<file path="src/rtl/fexc_pkg.sv">
// Shared types for the floating exception result selector.
// Assumes the flag vector uses the fixed bit positions below.
package fexc_pkg;
    localparam int TYPE_W   = 4;
    localparam int T_UNF    = 0;
    localparam int T_DVZ    = 1;
    localparam int T_ROP    = 2;
    localparam int T_OVF    = 3;
    localparam int SIGN_BIT = 15;

    typedef enum logic [1:0] {
        FMT_F = 2'd0,
        FMT_D = 2'd1,
        FMT_G = 2'd2,
        FMT_X = 2'd3
    } fmt_e;

    typedef enum logic [1:0] {
        WK_PASS = 2'd0,
        WK_ZERO = 2'd1,
        WK_RSVD = 2'd2
    } wkind_e;

    // Lowest exponent bit of the format's 16-bit first word.
    function automatic int exp_lo(input fmt_e f);
        return (f == FMT_G) ? 4 : 7;
    endfunction
endpackage

</file>
<file path="src/rtl/fexc_classify.sv">
// Decides which exceptions are live and what kind of value to write.
// Assumes the flags are valid only when the caller qualifies them.
module fexc_classify
    import fexc_pkg::*;
(
    input  logic [TYPE_W-1:0] flags,
    input  logic              exc_en,
    input  logic              is_cvt_int,
    output logic [TYPE_W-1:0] live,
    output wkind_e            kind
);
    // Mask underflow by the enable; the other types are always live.
    always_comb begin
        live        = flags;
        live[T_UNF] = flags[T_UNF] & exc_en;
    end

    // Choose pass-through, zero or encoded reserved operand.
    always_comb begin
        if (|live)
            kind = is_cvt_int ? WK_PASS : WK_RSVD;
        else if (flags[T_UNF])
            kind = WK_ZERO;
        else
            kind = WK_PASS;
    end
endmodule

</file>
<file path="src/rtl/fexc_encode.sv">
// Builds the reserved-operand word: sign set, exponent cleared, type in the low bits.
// Assumes DATA_W is at least 16; every bit not named is driven to zero.
module fexc_encode
    import fexc_pkg::*;
#(
    parameter int DATA_W = 64
) (
    input  logic [1:0]        fmt,
    input  logic [TYPE_W-1:0] etype,
    output logic [DATA_W-1:0] word
);
    // Compose the word field by field for the given format.
    always_comb begin
        word = '0;
        word[SIGN_BIT] = 1'b1;
        for (int b = 0; b < SIGN_BIT; b++) begin
            if (b >= exp_lo(fmt_e'(fmt))) word[b] = 1'b0;
        end
        if (fmt_e'(fmt) != FMT_G) begin
            for (int b = TYPE_W; b < 7; b++) word[b] = 1'b0;
        end
        word[TYPE_W-1:0] = etype;
    end
endmodule

</file>
<file path="src/rtl/fexc_record.sv">
// Sticky exception register: type bits plus a per-destination mask.
// Assumes a clear in the same cycle as an event keeps that event.
module fexc_record
    import fexc_pkg::*;
#(
    parameter int NREGS = 16,
    localparam int REG_W = $clog2(NREGS)
) (
    input  logic              clk,
    input  logic              rst_n,
    input  logic              clr,
    input  logic              ev_valid,
    input  logic [TYPE_W-1:0] ev_type,
    input  logic              ev_dest_on,
    input  logic [REG_W-1:0]  ev_reg,
    output logic [TYPE_W-1:0] exc_type,
    output logic [NREGS-1:0]  exc_dmask
);
    genvar gi;
    generate
        for (gi = 0; gi < TYPE_W; gi++) begin : g_type
            logic hit;
            assign hit = ev_valid & ev_type[gi];
            // Hold, set or clear one type bit.
            always_ff @(posedge clk) begin
                if (!rst_n)   exc_type[gi] <= 1'b0;
                else if (clr) exc_type[gi] <= hit;
                else          exc_type[gi] <= exc_type[gi] | hit;
            end
        end
        for (gi = 0; gi < NREGS; gi++) begin : g_dest
            logic hit;
            assign hit = ev_valid & ev_dest_on & (ev_reg == REG_W'(gi));
            // Hold, set or clear one destination bit.
            always_ff @(posedge clk) begin
                if (!rst_n)   exc_dmask[gi] <= 1'b0;
                else if (clr) exc_dmask[gi] <= hit;
                else          exc_dmask[gi] <= exc_dmask[gi] | hit;
            end
        end
    endgenerate

    assert_sticky_type_R9: assert property (@(posedge clk) disable iff (!rst_n)
        !clr |=> ((exc_type & $past(exc_type)) == $past(exc_type)));
    assert_sticky_mask_R9: assert property (@(posedge clk) disable iff (!rst_n)
        !clr |=> ((exc_dmask & $past(exc_dmask)) == $past(exc_dmask)));
    assert_one_dest_R6: assert property (@(posedge clk) disable iff (!rst_n)
        1'b1 |=> $countones(exc_dmask & ~$past(exc_dmask)) <= 1);
    assert_clear_empty_R9: assert property (@(posedge clk) disable iff (!rst_n)
        clr && !ev_valid |=> (exc_type == '0) && (exc_dmask == '0));
endmodule

</file>
<file path="src/rtl/fexc_result_sel.sv">
// Top: selects the element write value and updates the sticky exception register.
// Assumes one element per cycle at most; the write is registered once.
module fexc_result_sel
    import fexc_pkg::*;
#(
    parameter int DATA_W = 64,
    parameter int NREGS  = 16,
    localparam int REG_W = $clog2(NREGS)
) (
    input  logic              clk,
    input  logic              rst_n,
    input  logic              elem_valid,
    input  logic [DATA_W-1:0] elem_result,
    input  logic [TYPE_W-1:0] exc_flags,
    input  logic [1:0]        fmt,
    input  logic              exc_en,
    input  logic [REG_W-1:0]  dest_reg,
    input  logic              is_cmp,
    input  logic              is_cvt_int,
    input  logic              clr_exc,
    output logic              wr_valid,
    output logic [DATA_W-1:0] wr_data,
    output logic [REG_W-1:0]  wr_reg,
    output logic [TYPE_W-1:0] exc_type,
    output logic [NREGS-1:0]  exc_dmask
);
    logic [TYPE_W-1:0] live;
    wkind_e            kind;
    logic [DATA_W-1:0] rsvd_word;
    logic [DATA_W-1:0] sel_data;
    logic              ev_valid;

    fexc_classify i_classify (
        .flags      (exc_flags),
        .exc_en     (exc_en),
        .is_cvt_int (is_cvt_int),
        .live       (live),
        .kind       (kind)
    );

    fexc_encode #(.DATA_W(DATA_W)) i_encode (
        .fmt   (fmt),
        .etype (live),
        .word  (rsvd_word)
    );

    assign ev_valid = elem_valid & (|live);

    fexc_record #(.NREGS(NREGS)) i_record (
        .clk        (clk),
        .rst_n      (rst_n),
        .clr        (clr_exc),
        .ev_valid   (ev_valid),
        .ev_type    (live),
        .ev_dest_on (~is_cmp),
        .ev_reg     (dest_reg),
        .exc_type   (exc_type),
        .exc_dmask  (exc_dmask)
    );

    // Pick the value the element write carries.
    always_comb begin
        case (kind)
            WK_ZERO: sel_data = '0;
            WK_RSVD: sel_data = rsvd_word;
            default: sel_data = elem_result;
        endcase
    end

    // Register the element write; compares never write.
    always_ff @(posedge clk) begin
        if (!rst_n) begin
            wr_valid <= 1'b0;
            wr_data  <= '0;
            wr_reg   <= '0;
        end else begin
            wr_valid <= elem_valid & ~is_cmp;
            if (elem_valid & ~is_cmp) begin
                wr_data <= sel_data;
                wr_reg  <= dest_reg;
            end
        end
    end

    assert_latency_R1: assert property (@(posedge clk) disable iff (!rst_n)
        elem_valid && !is_cmp |=> wr_valid && (wr_reg == $past(dest_reg)));
    assert_cmp_nowrite_R7: assert property (@(posedge clk) disable iff (!rst_n)
        elem_valid && is_cmp |=> !wr_valid);
    assert_rsvd_shape_R4: assert property (@(posedge clk) disable iff (!rst_n)
        elem_valid && !is_cmp && !is_cvt_int &&
        ((|exc_flags[TYPE_W-1:1]) || (exc_flags[T_UNF] && exc_en))
        |=> wr_data[SIGN_BIT] && (wr_data[SIGN_BIT-1:TYPE_W] == '0) && (wr_data[TYPE_W-1:0] != '0));
    assert_unf_zero_R3: assert property (@(posedge clk) disable iff (!rst_n)
        elem_valid && !is_cmp && !exc_en && !clr_exc && (exc_flags == 4'b0001)
        |=> (wr_data == '0) && $stable(exc_type) && $stable(exc_dmask));
    assert_idle_R11: assert property (@(posedge clk) disable iff (!rst_n)
        !elem_valid && !clr_exc |=> !wr_valid && $stable(exc_type) && $stable(exc_dmask));
endmodule

</file>
<file path="config.mk">
export PLATFORM = sky130hd
export DESIGN_NAME = fexc_result_sel
export DESIGN_NICKNAME = d
export VERILOG_FILES = /design/src/rtl/fexc_pkg.sv /design/src/rtl/fexc_classify.sv /design/src/rtl/fexc_encode.sv /design/src/rtl/fexc_record.sv /design/src/rtl/fexc_result_sel.sv
export SDC_FILE = /design/constraint.sdc
export NUM_CORES = 1
export LEC_CHECK = 0
export CAP_MARGIN = 20
export CORE_MARGIN = 2
export CORE_UTILIZATION = 41
export CTS_CLUSTER_SIZE = 28
export DETAILED_ROUTE_END_ITERATION = 10
export GPL_TIMING_DRIVEN = 0
export PLACE_DENSITY = 0.84
export SLEW_MARGIN = 15
export SYNTH_ARGS = -nofsm -noshare
export SYNTH_HDL_FRONTEND = slang
export SYNTH_SLANG_ARGS = --single-unit
</file>
<file path="constraint.sdc">
create_clock -name clk -period 4.3 [get_ports clk]
set_clock_uncertainty 0.1 [all_clocks]
set_input_delay 1.29 -clock clk [delete_from_list [all_inputs] [get_ports clk]]
set_output_delay 1.29 -clock clk [all_outputs]
set_load 0.01 [all_outputs]
</file>
==> impl_metrics.env, run 1 <==
export IMPL_synth_warnings=0
export IMPL_post_synth_xor_area_fraction_pct=0
export IMPL_min_period_ns=3.51
export IMPL_final_cell_mix="clkdlybuf4s50_1 (166), dfxtp_1 (89), a22o_1 (61), nand2_1 (23), o21ai_0 (16)"
export IMPL_multi_input_area_mm2=0.00106
export IMPL_largest_register="wr_data"
export IMPL_detail_route_vias_per_cell=5.09
export IMPL_critical_path_required_ns=4.43
export IMPL_criticalPathCategory="primary input to register"
export IMPL_synth_seq_cells=89
export IMPL_finalMaxSlewViolations=0
export IMPL_max_cap_viol_count=0
export IMPL_antenna_cells_inserted=0
export IMPL_postSynthNetCount=343
export IMPL_rsz0062_at_grt="no"
export IMPL_timing_reg2reg_worst_path_depth=1
export IMPL_slew_headroom_pct=67.6
export IMPL_nFillCells=556
export IMPL_route_detailed_wl_per_inst_um=16.3
export IMPL_max_clock_freq_ghz=0.285
export IMPL_synth_simple_area_share_pct=8.53
export IMPL_hold_violations=0
export IMPL_critical_path_peak_fanout=10
export IMPL_critPathLaunchType="primary input"
export IMPL_synth_area_in_compound_gates_pct=26.7
export IMPL_die_h_um=89.0
export IMPL_fin_setup_tns_ns=0
export IMPL_grt_util_all_layers_pct=21.2
export IMPL_drt_antenna_violating_nets=0
export IMPL_layout_top_registers="wr_data: 64 flops, i_record.exc_dmask: 16 flops"
export IMPL_root_buffer="clkbuf_8"
export IMPL_synth_fa_ha_area_share_pct=0.422
export IMPL_most_common_cell_after_layout_fill_and_taps_aside="clkdlybuf4s50_1"
export IMPL_largest_reg_flops=64
export IMPL_grt_start_max_net_pins=17
export IMPL_worst_slew_pin_slew_ns=0.482
export IMPL_critPathSlowestCell="a2111oi_4"
export IMPL_status="finished clean"
export IMPL_row_count=30
export IMPL_timing_critical_path_arrival_ns=3.65
export IMPL_post_route_drc_count=0
export IMPL_ctsResizeCount=0
export IMPL_p_per_area_mw_per_mm2=340
export IMPL_synth_top_area_share_pct=60.1
export IMPL_floorplan_core_area_mm2=0.00691
export IMPL_postCtsHoldBufs=0
export IMPL_path_common_cell="buf_6"
export IMPL_finished_layout_cells=539
export IMPL_hp_class="register to register"
export IMPL_synth_top_family_by_area="compound AO/OA/AOI/OAI gates"
export IMPL_global_route_overflow_total=0
export IMPL_clkTransAtPathRegs_ns=0.09
export IMPL_finalNetCount=520
export IMPL_grt_first_pass_wirelength_mm=13.0
export IMPL_irDropWorstVdd_mv=0.224
export IMPL_yosysSeqAreaShare_pct=60.1
export IMPL_worst_path_largest_cell_delay_ns=0.55
export IMPL_synth_area_top_cells="dfxtp_1 (60%), a22o_1 (18%), nand2_1 (2.9%)"
export IMPL_cts_path_max_buffers=2
export IMPL_register_area_mm2=0.00178
export IMPL_cts_tree="done"
export IMPL_clock_latency_ns=0.33
export IMPL_syn_instance_count=261
export IMPL_die_area_mm2=0.00793
export IMPL_placed_cells_incl_taps=523
export IMPL_via_count_of_the_first_global_routing_pass=2686
export IMPL_wl_mm=8.77
export IMPL_min_period_over_period_pct=81.7
export IMPL_boundaryPins=170
export IMPL_number_of_distinct_library_cell_variants_in_the_gate_level_netlist_after_synthesis=31
export IMPL_start_util_pct=42.9
export IMPL_power_leakage_nw=1.86
export IMPL_layout_cells_sized_above_1_pct=6.77
export IMPL_cts_made_buffers=9
export IMPL_sequence_of_cells_on_the_critical_path="clkdlybuf4s50_1, a2111oi_4, nand2_1, ha_1, and3_1, buf_2, buf_6, buf_6, a22o_1"
export IMPL_antenna_violations_before_repair=0
export IMPL_worst_setup_path_end_kind="register"
export IMPL_place_hpwl_mm=6.73
export IMPL_synth_area_leader_cell="dfxtp_1"
export IMPL_die_width_um=89.0
export IMPL_cts_num_sinks=89
export IMPL_first_iter_violations=74
export IMPL_vias=2744
export IMPL_placement_io_buffers=166
export IMPL_syn_mean_instance_area_um2=11.4
export IMPL_cells_on_worst_hold_path=2
export IMPL_htree_num_levels=3
export IMPL_finalPower_w=0.00169
export IMPL_gp_congestion=0.790
export IMPL_dr_pass1_iters=4
export IMPL_netlist_area_before_placement_mm2=0.00296
export IMPL_yosys_mux_area_fraction_pct=0
export IMPL_syn2layout_area_growth_pct=67.2
export IMPL_cts_post_setup_buffers_inserted=0
export IMPL_timing_final_setup_violations=0
export IMPL_utilization_pct=71.8
-- final timing paths --
kind / from / to / slack, ns
worst max-delay path: exc_en / wr_data[60]$_SDFFE_PN0P_ / 0.79
worst min-delay path: i_record.exc_dmask[9]$_SDFF_PN0_ / i_record.exc_dmask[9]$_SDFF_PN0_ / 0.36
worst max register to register: wr_data[41]$_SDFFE_PN0P_ / wr_data[41]$_SDFFE_PN0P_ / 3.54
worst min register to register: i_record.exc_dmask[9]$_SDFF_PN0_ / i_record.exc_dmask[9]$_SDFF_PN0_ / 0.36
-- per-layer routing --
layer,share of wire [%],track usage (%),vias up
met5,0,0,-
met4,1.8,8.68,0
met3,7.3,5.72,11
met2,50,37.3,111
met1,41,24.3,1302
li1,-,-,1320
-- synthesized netlist by cell type --
library cell,number
ha_1,1
a21boi_0,4
nor2_1,7
a22o_1,61
a21oi_1,3
and3_1,1
buf_6,4
a22oi_1,3
or3_1,2
clkbuf_1,10
and2b_4,1
a2111o_1,1
nand2b_1,2
nand2_1,23
nand3b_1,1
a32oi_1,2
buf_2,6
dfxtp_1,89
nor3_1,1
o31ai_1,1
nand4b_1,1
clkbuf_2,1
and4bb_2,1
nor2b_1,6
a2111oi_4,1
inv_1,2
nand3_1,3
and2_1,2
o21ai_0,16
a221oi_1,3
a32o_1,2
-- cell type report --
cell class,count,share of cell area (%)
timing repair buffer,166,33.5
clock buffer,10,2.78
tap,96,2.42
buffer,21,2.37
multi-input combinational,149,21.3
clock inverter,6,1.46
sequential,89,36.0
inverter,2,0.151
-- cell families after synthesis --
family,after synthesis
AOI/OAI and AO/OA,97
DFF,89
and+or+nand+nor,51
buffers and inverters,23
adders and majority gates,1
-- worst max-delay path, delay by kind of cell --
family / cells / cell delay (ns)
buf+inv: 4 / 0.96
simple gates: 2 / 0.28
compound gates: 2 / 0.72
fa+ha+maj: 1 / 0.39
-- through the flow --
step                      setup WS, ns  hold WS, ns  area, um2
after detailed placement         0.445        0.350       4750
after CTS                        0.807        0.372       4960
after floorplan                   1.23        0.378       2960
after global routing             0.699        0.389       4960
final                            0.786        0.362       4960
after global placement           0.469        0.342       4750
-- power breakdown --
group / switching, W / internal, W
Combinational: 0.0000873 / 0.000139
Sequential: 0.0000144 / 0.000852
Clock: 0.000304 / 0.000291
Note: power is estimated with default switching activity, not from simulation.
==> run 2, diff against run 1 <==
--- a/config.mk
+++ b/config.mk
@@ -7,11 +7,11 @@
 export LEC_CHECK = 0
 export CAP_MARGIN = 20
 export CORE_MARGIN = 2
-export CORE_UTILIZATION = 41
+export CORE_UTILIZATION = 38
 export CTS_CLUSTER_SIZE = 28
 export DETAILED_ROUTE_END_ITERATION = 10
 export GPL_TIMING_DRIVEN = 0
-export PLACE_DENSITY = 0.84
+export PLACE_DENSITY = 0.78
 export SLEW_MARGIN = 15
 export SYNTH_ARGS = -nofsm -noshare
 export SYNTH_HDL_FRONTEND = slang
==> constraint.sdc (replaced) <==
create_clock -name clk -period 3.31 [get_ports clk]
set_clock_uncertainty 0.1 [all_clocks]
set_input_delay 0.993 -clock clk [delete_from_list [all_inputs] [get_ports clk]]
set_output_delay 0.993 -clock clk [all_outputs]
set_load 0.01 [all_outputs]
==> impl_metrics.env, run 2 (synthesis results as in run 1) <==
export IMPL_worst_slew_pin_slew_ns=0.450
export IMPL_die_area_mm2=0.00852
export IMPL_irDropWorstVdd_mv=0.244
export IMPL_most_common_cell_after_layout_fill_and_taps_aside="clkdlybuf4s50_1"
export IMPL_wl_mm=8.19
export IMPL_die_width_um=92.3
export IMPL_postCtsHoldBufs=0
export IMPL_critPathLaunchType="primary input"
export IMPL_finished_layout_cells=546
export IMPL_final_cell_area_mm2=0.00498
export IMPL_timing_final_setup_violations=0
export IMPL_register_area_mm2=0.00178
export IMPL_timing_reg2reg_worst_path_depth=2
export IMPL_clkTransAtPathRegs_ns=0.09
export IMPL_hold_start="wr_reg[3]$_SDFFE_PN0P_"
export IMPL_root_buffer="clkbuf_8"
export IMPL_syn2layout_area_growth_pct=67.9
export IMPL_dpl_cell_area_mm2=0.00475
export IMPL_status="finished clean"
export IMPL_global_route_overflow_total=0
export IMPL_finalNetCount=521
export IMPL_via_count_of_the_first_global_routing_pass=2666
export IMPL_worst_setup_path_end_kind="register"
export IMPL_critical_path_required_ns=3.44
export IMPL_criticalPathCategory="primary input to register"
export IMPL_drt_antenna_violating_nets=0
export IMPL_utilization_pct=65.1
export IMPL_max_clock_freq_ghz=0.319
export IMPL_largest_register="wr_data"
export IMPL_layout_top_registers="wr_data: 64 flops, i_record.exc_dmask: 16 flops"
export IMPL_max_cap_viol_count=0
export IMPL_layout_setup_ws_ns=0.171
export IMPL_start_util_pct=38.8
export IMPL_vias=2721
export IMPL_critical_path_peak_fanout=10
export IMPL_ctsResizeCount=0
export IMPL_worst_path_largest_cell_delay_ns=0.50
export IMPL_slew_headroom_pct=70.0
export IMPL_sequence_of_cells_on_the_critical_path="clkdlybuf4s50_1, a2111oi_4, nand2_1, ha_1, and3_1, buf_2, buf_6, buf_6, a22o_1"
export IMPL_reg2reg_from="i_record.exc_type[2]$_SDFF_PN0_"
export IMPL_hp_class="register to register"
export IMPL_htree_num_levels=3
export IMPL_critPathSlowestCell="clkdlybuf4s50_1"
export IMPL_final_cell_mix="clkdlybuf4s50_1 (166), dfxtp_1 (89), a22o_1 (61), nand2_1 (23), o21ai_0 (16)"
export IMPL_antenna_cells_inserted=0
export IMPL_cts_made_buffers=9
export IMPL_detailedPlace_worstSlack_ns=-0.292
export IMPL_largest_reg_flops=64
export IMPL_route_detailed_wl_per_inst_um=15.0
export IMPL_multi_input_area_mm2=0.00106
export IMPL_place_hpwl_mm=6.14
export IMPL_cts_num_sinks=89
export IMPL_power_leakage_nw=1.88
export IMPL_rsz0062_at_grt="no"
export IMPL_placement_io_buffers=166
export IMPL_min_period_ns=3.14
export IMPL_die_h_um=92.3
export IMPL_timing_critical_path_arrival_ns=3.27
export IMPL_placed_cells_incl_taps=529
export IMPL_nFillCells=628
export IMPL_clock_latency_ns=0.33
export IMPL_row_count=32
export IMPL_cts_post_setup_buffers_inserted=0
export IMPL_layout_cells_sized_above_1_pct=6.98
export IMPL_post_route_drc_count=0
export IMPL_cts_path_max_buffers=2
export IMPL_p_per_area_mw_per_mm2=447
export IMPL_cells_on_worst_hold_path=2
export IMPL_grt_util_all_layers_pct=19.3
export IMPL_min_period_over_period_pct=94.8
export IMPL_worstSetupStartpoint="exc_en"
export IMPL_boundaryPins=170
export IMPL_path_common_cell="buf_6"
export IMPL_dr_pass1_iters=4
export IMPL_detail_route_vias_per_cell=4.98
export IMPL_hold_violations=0
export IMPL_fin_setup_tns_ns=0
export IMPL_antenna_violations_before_repair=0
export IMPL_cts_tree="done"
export IMPL_gp_congestion=0.806
export IMPL_first_iter_violations=59
export IMPL_floorplan_core_area_mm2=0.00765
export IMPL_finalMaxSlewViolations=0
export IMPL_grt_start_max_net_pins=16
export IMPL_grt_first_pass_wirelength_mm=13.3
[run 2: final timing paths]
path	slack, ns	endpoint
worst max register to register	2.56	i_record.exc_type[2]$_SDFF_PN0_
worst max-delay path	0.17	wr_data[52]$_SDFFE_PN0P_
worst min-delay path	0.36	wr_reg[3]$_SDFFE_PN0P_
worst min register to register	0.36	wr_reg[3]$_SDFFE_PN0P_
[run 2: worst max-delay path, delay by kind of cell]
kind / cells / cell delay [ns]
buffers and inverters: 4 / 0.95
adders and majority gates: 1 / 0.40
and+or+nand+nor: 2 / 0.29
AOI/OAI and AO/OA: 2 / 0.64
[run 2: stage by stage]
step	total power, W	hold slack, ns
global route	0.00232	0.397
detailed placement	0.00144	0.352
finish	0.00222	0.365
global placement	0.00144	0.337
CTS	0.00225	0.368
floorplan	0.00125	0.378
[run 2: layer usage]
| layer | track usage, % | vias up | routed length, um |
|---|---|---|---|
| li1 | - | 1319 | - |
| met1 | 24.5 | 1283 | 3540 |
| met2 | 31.6 | 109 | 3880 |
| met3 | 6.27 | 10 | 677 |
| met4 | 5.60 | 0 | 93 |
| met5 | 0 | - | 0 |
[run 2: cell type report]
type | instances | area share [%]
buffer | 21 | 2.36
clock buffer | 9 | 2.49
clock inverter | 7 | 1.86
inverter | 2 | 0.151
sequential | 89 | 35.8
tap | 102 | 2.56
multi-input combinational | 149 | 21.2
timing repair buffer | 167 | 33.5
[run 2: report_power, final]
part	leakage, nW	internal, W	switching (W)
clock network	0.114	0.000427	0.000377
registers	0.723	0.00111	0.0000186
logic	1.04	0.000181	0.000112
